`src/rtl/ltp_pkg.sv`:
```
package ltp_pkg;
  typedef enum logic [1:0] {
    K_DATA = 2'd0,
    K_BOE  = 2'd1,
    K_EOE  = 2'd2,
    K_AUX  = 2'd3
  } kind_e;

  typedef enum logic [1:0] {
    ST_PASS = 2'd0,
    ST_STS  = 2'd1,
    ST_EOE  = 2'd2
  } st_e;

  typedef enum logic [1:0] {
    SEL_IN  = 2'd0,
    SEL_PAR = 2'd1,
    SEL_STS = 2'd2
  } sel_e;
endpackage

```
`src/rtl/ltp_parity_acc.sv`:
```
module ltp_parity_acc
  import ltp_pkg::*;
#(
  parameter int DATA_W = 8
) (
  input  logic              clk_i,
  input  logic              rst_ni,
  input  logic              fire_i,
  input  logic [1:0]        kind_i,
  input  logic [DATA_W-1:0] data_i,
  input  logic              err_i,
  output logic [DATA_W-1:0] parity_o,
  output logic              err_o
);
  logic [DATA_W-1:0] par_q;
  logic              err_q;

  always_ff @(posedge clk_i or negedge rst_ni) begin
    if (!rst_ni) begin
      par_q <= '0;
      err_q <= 1'b0;
    end else if (fire_i) begin
      unique case (kind_i)
        K_BOE: begin
          par_q <= '0;
          err_q <= err_i;
        end
        K_EOE: ;
        default: begin
          par_q <= par_q ^ data_i;
          err_q <= err_q | err_i;
        end
      endcase
    end
  end

  assign parity_o = par_q;
  assign err_o    = err_q;

  AST_PAR_CLEAR: assert property (@(posedge clk_i) disable iff (!rst_ni)
    $past(fire_i && kind_i == K_BOE) |-> par_q == '0);
  AST_ERR_STICKY: assert property (@(posedge clk_i) disable iff (!rst_ni)
    err_q && !(fire_i && kind_i == K_BOE) |=> err_q);
endmodule

```
`src/rtl/ltp_trailer_seq.sv`:
```
module ltp_trailer_seq
  import ltp_pkg::*;
(
  input  logic       clk_i,
  input  logic       rst_ni,
  input  logic       load_en_i,
  input  logic       in_valid_i,
  input  logic       in_is_eoe_i,
  output logic       in_ready_o,
  output logic       nxt_valid_o,
  output logic [1:0] sel_o,
  output logic [1:0] state_o
);
  st_e state_q, state_d;

  always_comb begin
    state_d     = state_q;
    in_ready_o  = 1'b0;
    nxt_valid_o = in_valid_i;
    sel_o       = SEL_IN;
    unique case (state_q)
      ST_PASS: begin
        if (in_valid_i && in_is_eoe_i) begin
          // hold the marker, emit parity first
          sel_o       = SEL_PAR;
          nxt_valid_o = 1'b1;
          if (load_en_i) state_d = ST_STS;
        end else begin
          in_ready_o = load_en_i;
        end
      end
      ST_STS: begin
        sel_o       = SEL_STS;
        nxt_valid_o = 1'b1;
        if (load_en_i) state_d = ST_EOE;
      end
      ST_EOE: begin
        in_ready_o = load_en_i;
        if (load_en_i && in_valid_i) state_d = ST_PASS;
      end
      default: state_d = ST_PASS;
    endcase
  end

  always_ff @(posedge clk_i or negedge rst_ni) begin
    if (!rst_ni) state_q <= ST_PASS;
    else         state_q <= state_d;
  end

  assign state_o = state_q;

  AST_STS_FROM_PASS: assert property (@(posedge clk_i) disable iff (!rst_ni)
    state_q == ST_STS |-> $past(state_q) != ST_EOE);
endmodule

```
`src/rtl/ltp_out_reg.sv`:
```
module ltp_out_reg #(
  parameter int DATA_W = 8,
  parameter int KIND_W = 2
) (
  input  logic              clk_i,
  input  logic              rst_ni,
  input  logic              nxt_valid_i,
  input  logic [KIND_W-1:0] nxt_kind_i,
  input  logic [DATA_W-1:0] nxt_data_i,
  input  logic              out_ready_i,
  output logic              load_en_o,
  output logic              out_valid_o,
  output logic [KIND_W-1:0] out_kind_o,
  output logic [DATA_W-1:0] out_data_o
);
  logic              vld_q;
  logic [KIND_W-1:0] kind_q;
  logic [DATA_W-1:0] data_q;

  assign load_en_o = !vld_q || out_ready_i;

  always_ff @(posedge clk_i or negedge rst_ni) begin
    if (!rst_ni) begin
      vld_q  <= 1'b0;
      kind_q <= '0;
      data_q <= '0;
    end else if (load_en_o) begin
      vld_q  <= nxt_valid_i;
      kind_q <= nxt_kind_i;
      data_q <= nxt_data_i;
    end
  end

  assign out_valid_o = vld_q;
  assign out_kind_o  = kind_q;
  assign out_data_o  = data_q;

  AST_OUT_HOLD: assert property (@(posedge clk_i) disable iff (!rst_ni)
    vld_q && !out_ready_i |=> vld_q && $stable(kind_q) && $stable(data_q));
endmodule

```
`src/rtl/ltp_trailer_appender.sv`:
```
module ltp_trailer_appender
  import ltp_pkg::*;
#(
  parameter int DATA_W = 8,
  parameter int ID_W   = 2,
  localparam int CFG_W = DATA_W - 1 - ID_W
) (
  input  logic              clk_i,
  input  logic              rst_ni,
  input  logic              in_valid_i,
  output logic              in_ready_o,
  input  logic [1:0]        in_kind_i,
  input  logic [DATA_W-1:0] in_data_i,
  input  logic              in_err_i,
  input  logic [ID_W-1:0]   type_id_i,
  input  logic [CFG_W-1:0]  cfg_bits_i,
  output logic              out_valid_o,
  input  logic              out_ready_i,
  output logic [1:0]        out_kind_o,
  output logic [DATA_W-1:0] out_data_o
);
  logic              fire;
  logic              load_en;
  logic              nxt_valid;
  logic [1:0]        sel;
  logic [1:0]        state;
  logic [1:0]        nxt_kind;
  logic [DATA_W-1:0] nxt_data;
  logic [DATA_W-1:0] parity;
  logic              err_flag;

  assign fire = in_valid_i && in_ready_o;

  ltp_parity_acc #(.DATA_W(DATA_W)) u_par (
    .clk_i    (clk_i),
    .rst_ni   (rst_ni),
    .fire_i   (fire),
    .kind_i   (in_kind_i),
    .data_i   (in_data_i),
    .err_i    (in_err_i),
    .parity_o (parity),
    .err_o    (err_flag)
  );

  ltp_trailer_seq u_seq (
    .clk_i       (clk_i),
    .rst_ni      (rst_ni),
    .load_en_i   (load_en),
    .in_valid_i  (in_valid_i),
    .in_is_eoe_i (in_kind_i == K_EOE),
    .in_ready_o  (in_ready_o),
    .nxt_valid_o (nxt_valid),
    .sel_o       (sel),
    .state_o     (state)
  );

  always_comb begin
    nxt_kind = in_kind_i;
    nxt_data = in_data_i;
    unique case (sel)
      SEL_PAR: begin
        nxt_kind = K_DATA;
        nxt_data = parity;
      end
      SEL_STS: begin
        nxt_kind = K_DATA;
        nxt_data = {err_flag, cfg_bits_i, type_id_i};
      end
      default: ;
    endcase
  end

  ltp_out_reg #(.DATA_W(DATA_W), .KIND_W(2)) u_out (
    .clk_i       (clk_i),
    .rst_ni      (rst_ni),
    .nxt_valid_i (nxt_valid),
    .nxt_kind_i  (nxt_kind),
    .nxt_data_i  (nxt_data),
    .out_ready_i (out_ready_i),
    .load_en_o   (load_en),
    .out_valid_o (out_valid_o),
    .out_kind_o  (out_kind_o),
    .out_data_o  (out_data_o)
  );

  AST_STS_HAS_PAR: assert property (@(posedge clk_i) disable iff (!rst_ni)
    state == ST_STS |-> out_valid_o && out_kind_o == K_DATA);
  AST_EOE_STALL: assert property (@(posedge clk_i) disable iff (!rst_ni)
    in_valid_i && in_kind_i == K_EOE && in_ready_o |-> out_valid_o && out_kind_o == K_DATA);
  AST_RST_IDLE: assert property (@(posedge clk_i) disable iff (!rst_ni)
    $rose(rst_ni) |-> !out_valid_o);
endmodule

```
`config.mk`:
```
export PLATFORM = sky130hd
export DESIGN_NAME = ltp_trailer_appender
export DESIGN_NICKNAME = d
export VERILOG_FILES = /design/src/rtl/ltp_pkg.sv /design/src/rtl/ltp_parity_acc.sv /design/src/rtl/ltp_trailer_seq.sv /design/src/rtl/ltp_out_reg.sv /design/src/rtl/ltp_trailer_appender.sv
export SDC_FILE = /design/constraint.sdc
export NUM_CORES = 1
export LEC_CHECK = 0
export ABC_AREA = 1
export ABC_CLOCK_PERIOD_IN_PS = 1730
export BUFFER_PORTS_ARGS = -buffer_cell sky130_fd_sc_hd__buf_2
export CAP_MARGIN = 10
export CORE_MARGIN = 8
export CORE_UTILIZATION = 45
export DETAILED_ROUTE_END_ITERATION = 8
export PLACE_DENSITY = 0.72
export SYNTH_ARGS = -nofsm -noshare
export SYNTH_HDL_FRONTEND = slang
export SYNTH_SLANG_ARGS = --single-unit
```
`constraint.sdc`:
```
create_clock -name clk_i -period 1.73 [get_ports clk_i]
set_input_delay 0.0865 -clock clk_i [delete_from_list [all_inputs] [get_ports clk_i]]
set_output_delay 0.0865 -clock clk_i [all_outputs]
set_load 0.03 [all_outputs]
```
==> run_results.csv, run 1 <==
group,metric,value,unit
clocking,cts.sinks,22,
run,maxCapViolations,0,
place,finalWeightedCongestion,0.8414,
sta,final_max_slew_viol_count,0,
yosys,synth.cell_area,0.001343,mm^2
sta,setup_tns,0,ns
clocking,clkTransAtPathRegs,0.12,ns
yosys,synthesis.yosys.warnings,0,
die,num_rows,20,
sta,smallest_setup_slack_after_layout,0.1990,ns
place,dp_hpwl,2375,um
clocking,cts_made_buffers,3,
global_routing,grt_overflow,0,
sta,fin_crit,1.531,ns
critical_path,cp-start-kind,"flip-flop",
final_layout,insertedDiodeCount,0,
power_and_ir_drop,leakagePower,0.0008618,uW
final_layout,post_route_cells_drive_above_1_share,25.79,%
yosys,avgSynthCellArea,7.141,um^2
critical_path,critical_path_arrival,1.44,ns
die,effective_utilization_at_floorplan,45.47,%
die,ios,34,
global_routing,largest_net_degree_at_the_start_of_global_routing,23,
final_layout,ff_latch_area,550.5,um^2
die,floorplan.die_area,0.004987,mm^2
place,port_buffers,33,
status,status,"finished clean",
clocking,insertion_delay,0.32,ns
routing,avgViaCountPerCell,4.803,
final_layout,fillerInstances,314,
global_routing,grt_antenna_before_repair,0,
clocking,post-cts-setup-buffers,0,
die,die_y,70.62,um
critical_path,required,1.64,ns
critical_path,path_max_fanout,11,
global_routing,globalRouteTotalUtil,12.73,%
yosys,number_of_flip_flops_and_latches_in_the_synthesized_netlist,22,
place,preCtsSetupSlack,0.3186,ns
final_layout,area_growth,15.84,%
routing,detailedRoute.firstPassIterationCount,4,
critical_path,timing.setup.critical_path_class,"reg -> out",
power_and_ir_drop,power.ir.vdd_worst,0.3133,mV
sta,fin_crit_sh,88.50,%
sta,clock.fmax,653.2,MHz
routing,post_drt_wl_per_cell,12.19,um
routing,via_count,1220,
yosys,synth_nets,210,
clocking,cts_root_buffer_type,"sky130_fd_sc_hd__clkbuf_4",
final_layout,postLayoutCoreUtil,52.67,%
yosys,sequential_to_total_area_share_from_yosys_stat,41.01,%
sta,slew_headroom,67.28,%
clocking,max-clock-path-buffers,2,
routing,antenna_violating_nets_post_route,0,
clocking,cts_tree,"built",
die,chipWidth,70.62,um
sta,grt_setup_unrepaired,"false",
power_and_ir_drop,power,1425,uW
routing,final_wirelength,3097,um
sta,setup_viol_count_final,0,
routing,drc_errors,0,
yosys,netlist_instances,188,
die,design.core.area,0.002953,mm^2
sta,tightest_slew,0.4908,ns
final_layout,final_net_count,245,
clocking,htreeDepth,1,
global_routing,first_global_vias,1154,
critical_path,crit_path_end_kind,"output port",
yosys,yosysUniqueCellTypes,21,
hold_path,min_path_type,"in -> reg",
routing,detailedRoute.firstIterationViolations,116,
sta,final.setup_skew,0.01122,ns
global_routing,wire_length_of_the_first_global_routing_pass,5147,um
sta,hold_viol_final,0,
power_and_ir_drop,power_density,916.0,mW/mm^2
final_layout,multi_input_area,591.8,um^2
cell type report:
| class | instances | area share [%] |
|---|---|---|
| flip-flops and latches | 22 | 35.40 |
| clock buffers | 3 | 1.448 |
| repair buffers | 37 | 12.71 |
| inverters | 39 | 9.735 |
| multi-input cells | 120 | 38.05 |
| well taps | 33 | 2.655 |
power breakdown:
part	leakage [uW]	switching (uW)	internal, uW
combinational	0.000580	326	175
clock	0.0000138	151	81.6
sequential	0.000268	74.9	616
per-stage QoR:
stage,hold slack [ns],instance area [um^2],instances
floorplan,-0.2091,1343,188
global placement,0.08210,1520,250
detailed placement,0.08152,1520,250
CTS,0.03086,1553,254
global route,0.05304,1555,254
finish,0.03676,1555,254
cell usage in the layout, fill, tap and decap left out:
cell type,instances
sky130_fd_sc_hd__nand2_1,45
sky130_fd_sc_hd__inv_1,37
sky130_fd_sc_hd__buf_2,33
sky130_fd_sc_hd__nand3_1,27
sky130_fd_sc_hd__dfrtp_1,22
sky130_fd_sc_hd__o21ai_0,11
sky130_fd_sc_hd__a21oi_1,9
sky130_fd_sc_hd__nand4_1,9
sky130_fd_sc_hd__or2_2,9
sky130_fd_sc_hd__nor2_2,3
sky130_fd_sc_hd__clkbuf_4,3
sky130_fd_sc_hd__buf_4,3
sky130_fd_sc_hd__nand2_2,2
sky130_fd_sc_hd__inv_6,1
sky130_fd_sc_hd__nor2_1,1
sky130_fd_sc_hd__inv_2,1
sky130_fd_sc_hd__nor3_4,1
sky130_fd_sc_hd__o21ai_2,1
sky130_fd_sc_hd__o211ai_1,1
sky130_fd_sc_hd__o21bai_1,1
sky130_fd_sc_hd__dlygate4sd3_1,1
critical path: stages, from the launching register on:
cell and delay [ns]:
sky130_fd_sc_hd__dfrtp_1 0.52, sky130_fd_sc_hd__inv_1 0.12, sky130_fd_sc_hd__nand2_1 0.11, sky130_fd_sc_hd__a21oi_1 0.16, sky130_fd_sc_hd__buf_2 0.22
synthesized netlist by cell type:
library cell	count	share of area [%]
sky130_fd_sc_hd__or2_2	9	4.2
sky130_fd_sc_hd__a21oi_1	9	3.4
sky130_fd_sc_hd__nand2_2	1	0.47
sky130_fd_sc_hd__nor3_4	1	1.2
sky130_fd_sc_hd__nand4_1	9	4.2
sky130_fd_sc_hd__o211ai_1	1	0.56
sky130_fd_sc_hd__clkbuf_1	1	0.28
sky130_fd_sc_hd__inv_1	37	10
sky130_fd_sc_hd__inv_2	1	0.28
sky130_fd_sc_hd__nand3_1	27	10
sky130_fd_sc_hd__nor2_2	3	1.4
sky130_fd_sc_hd__dfrtp_1	22	41
sky130_fd_sc_hd__o21bai_1	1	0.56
sky130_fd_sc_hd__nand2_1	46	13
sky130_fd_sc_hd__buf_2	2	0.75
sky130_fd_sc_hd__inv_6	1	0.65
sky130_fd_sc_hd__nor2_1	1	0.28
sky130_fd_sc_hd__o21ai_2	1	0.65
sky130_fd_sc_hd__buf_6	2	1.7
sky130_fd_sc_hd__buf_4	2	1.1
sky130_fd_sc_hd__o21ai_0	11	4.1
metal layers:
metal	global-route usage, %	routed length (um)	part of all wire, %	vias to the layer above
li1	-	-	-	656
met1	15.60	1505	49	528
met2	19.59	1327	43	29
met3	3.249	174	5.6	7
met4	7.621	90	2.9	0
met5	0	0	0	-
state kept, by name, summed over array words and instances (netlist names):
signal,count
u_out.out_data_o,8
u_out.out_kind_o,2
u_out.out_valid_o,1
u_par.err_o,1
u_par.parity_o,8
u_seq.state_o,2
cell families (layout without fill, tap and decap cells):
logic type	Yosys count	count (layout)	synth area share, %
compound gates	23	23	9.227
buf+inv	46	79	15.10
flops	22	22	41.01
simple gates	97	97	34.67
final timing paths:
kind / from / to / slack, ns / cells after the start
worst max register to register: u_seq.state_o[0]$_DFFE_PN0P_ / u_out.out_data_o[0]$_DFFE_PN0N_ / 0.36 / 5
worst min register to register: u_out.out_kind_o[0]$_DFFE_PN0N_ / u_out.out_kind_o[0]$_DFFE_PN0N_ / 0.49 / 2
min in group asynchronous: rst_ni / u_out.out_kind_o[0]$_DFFE_PN0N_ / 0.26 / 2
worst min-delay path: in_kind_i[0] / u_out.out_kind_o[0]$_DFFE_PN0N_ / 0.04 / 3
max in group asynchronous: rst_ni / u_out.out_data_o[7]$_DFFE_PN0N_ / 1.13 / 2
worst max-delay path: u_seq.state_o[0]$_DFFE_PN0P_ / in_ready_o / 0.20 / 4
repair_timing:
item,CTS,global route
hold buffers,1,0
gates resized for setup,0,1
hold endpoints to repair,22,0
endpoints found under the setup margin,0,1
No activity file was read; power rests on OpenSTA's default activity.
==> inputs of run 2 (changes only) <==
- ABC_CLOCK_PERIOD_IN_PS: 1730 -> 1900
- CORE_UTILIZATION: 45 -> 56
- PLACE_DENSITY: 0.72 -> 0.87
- clock period: 1.73 -> 1.9 ns (I/O delays scaled with it)
==> run 2 against run 1 <==
  * Sequential power fell by 9.1%
  * Clock skew shrank 0.0093 ns
  * Via count up 6.6%
  * Global-route usage up 4.1 points
  * Register-to-register slack better by 0.12 ns
  * Critical path depth stayed put
  * Worst hold slack better by 0.010 ns
  * Non-clock buffer count unchanged
  * Worst setup slack better by 0.15 ns
  * Utilization grew 17 points
  * Final cell count is 1.6% lower
  * Largest cell class unchanged
  * Largest power group unchanged
  * Highest routed layer unchanged
==> run_results.csv, run 2 (synthesis gave the netlist of run 1 again) <==
group,metric,value,unit
status,status,"finished clean",
clocking,cts_tree,"built",
place,port_buffers,33,
sta,smallest_setup_slack_after_layout,0.3491,ns
routing,post_drt_wl_per_cell,13.36,um
clocking,cts_root_buffer_type,"sky130_fd_sc_hd__clkbuf_4",
clocking,insertion_delay,0.31,ns
final_layout,insertedDiodeCount,0,
final_layout,area_growth,16.22,%
critical_path,required,1.80,ns
critical_path,cp-start-kind,"flip-flop",
die,floorplan.die_area,0.004220,mm^2
die,ios,34,
critical_path,path_buf_inv,2,
sta,final.setup_skew,0.001960,ns
routing,via_count,1301,
routing,antenna_violating_nets_post_route,0,
sta,slew_headroom,67.95,%
clocking,clkTransAtPathRegs,0.12,ns
routing,final_wirelength,3341,um
die,chipWidth,64.97,um
critical_path,critical-path-max-stage-delay,0.53,ns
place,finalWeightedCongestion,0.7949,
power_and_ir_drop,power_density,872.9,mW/mm^2
global_routing,largest_net_degree_at_the_start_of_global_routing,23,
clocking,max-clock-path-buffers,2,
hold_path,min_path_type,"in -> reg",
sta,fin_crit,1.551,ns
global_routing,grt_antenna_before_repair,0,
critical_path,path_max_fanout,11,
power_and_ir_drop,leakagePower,0.0008688,uW
sta,final_max_slew_viol_count,0,
critical_path,cell_by_cell_listing_of_the_critical_path,"inv_1 -> nand2_1 -> a21oi_1 -> buf_2",
routing,drc_errors,0,
critical_path,critical-path-slowest-cell,"sky130_fd_sc_hd__dfrtp_1",
sta,setup_tns,0,ns
sta,grt_setup_unrepaired,"false",
place,dp_hpwl,2525,um
final_layout,ff_latch_area,550.5,um^2
power_and_ir_drop,power.ir.vdd_worst,0.6461,mV
final_layout,final_net_count,245,
global_routing,grt_overflow,0,
sta,fin_crit_sh,81.63,%
final_layout,instances_no_fill,250,
global_routing,first_global_vias,1257,
place,post-place-cells,245,
clocking,cts_made_buffers,3,
global_routing,wire_length_of_the_first_global_routing_pass,5761,um
routing,detailedRoute.firstPassIterationCount,4,
clocking,htreeDepth,1,
final_layout,multi_input_area,589.3,um^2
clocking,cts.sinks,22,
die,die_y,64.97,um
die,effective_utilization_at_floorplan,60.11,%
die,design.core.area,0.002233,mm^2
final_layout,final_common_cell,"sky130_fd_sc_hd__nand2_1",
sta,hold_viol_final,0,
critical_path,crit_path_end_kind,"output port",
sta,clock.fmax,644.8,MHz
place,preCtsSetupSlack,0.5392,ns
routing,avgViaCountPerCell,5.204,
die,num_rows,17,
critical_path,timing.setup.critical_path_class,"reg -> out",
global_routing,globalRouteTotalUtil,16.82,%
routing,detailedRoute.firstIterationViolations,62,
sta,setup_viol_count_final,0,
clocking,post-cts-setup-buffers,0,
run,maxCapViolations,0,
sta,tightest_slew,0.4808,ns
critical_path,path_delay_family,"flip-flops",
critical_path,critical_path_arrival,1.46,ns
final_layout,post_route_cells_drive_above_1_share,25.68,%
final_layout,layout_common_cells,"sky130_fd_sc_hd__nand2_1 (46), sky130_fd_sc_hd__inv_1 (37), sky130_fd_sc_hd__buf_2 (33)",
final_layout,fillerInstances,218,
## run 2: final timing paths
path / start / slack [ns] / depth (start not counted) / endpoint
setup / recovery: u_seq.state_o[0]$_DFFE_PN0P_ / 0.35 / 4 / in_ready_o
hold / removal: in_kind_i[0] / 0.05 / 3 / u_out.out_kind_o[0]$_DFFE_PN0N_
setup reg to reg: u_seq.state_o[0]$_DFFE_PN0P_ / 0.48 / 5 / u_out.out_data_o[4]$_DFFE_PN0N_
hold reg to reg: u_out.out_kind_o[0]$_DFFE_PN0N_ / 0.49 / 2 / u_out.out_kind_o[0]$_DFFE_PN0N_
max in group asynchronous: rst_ni / 1.32 / 2 / u_par.parity_o[2]$_DFFE_PN0P_
min in group asynchronous: rst_ni / 0.25 / 2 / u_out.out_kind_o[1]$_DFFE_PN0N_
## run 2: cell type report
type                       instances  share of cell area (%)
clock buffer                       4                   2.326
inverter                          39                   9.703
multi-input combinational        120                   37.77
sequential                        22                   35.28
tap                               28                   2.245
timing repair buffer              37                   12.67
## run 2: tightest hold or removal path: cells and delay by family
family,cells,cell delay (ns)
buffers and inverters,1,0.12
and+or+nand+nor,2,0.12
## run 2: metal layers
metal	GRT usage (%)	vias to the layer above	wire, um
met2	27.33	54	1584
met5	0	-	0
met1	21.04	584	1440
li1	-	656	-
met4	5.722	0	49
met3	4.467	7	267
## run 2: per-stage QoR
| stage | instance area [um^2] | utilization [%] | power, uW | hold slack (ns) |
|---|---|---|---|---|
| floorplan | 1343 | - | 959.3 | -0.2006 |
| finish | 1560 | 69.86 | 1362 | 0.04721 |
| global route | 1560 | 69.86 | 1455 | 0.04294 |
| detailed placement | 1514 | 67.79 | 1101 | 0.08526 |
| CTS | 1560 | 69.86 | 1359 | 0.05294 |
| global placement | 1514 | 67.79 | 1082 | 0.07993 |
## run 2: power by group
| part | switching [uW] | internal [uW] | leakage, uW |
|---|---|---|---|
| Sequential | 67.6 | 561 | 0.000268 |
| Combinational | 310 | 159 | 0.000580 |
| Clock | 147 | 117 | 0.0000210 |
## run 2: timing repair
action | CTS | global route
endpoints found under the hold margin | 22 | 0
hold buffers | 1 | 0
resized for setup | 0 | 0
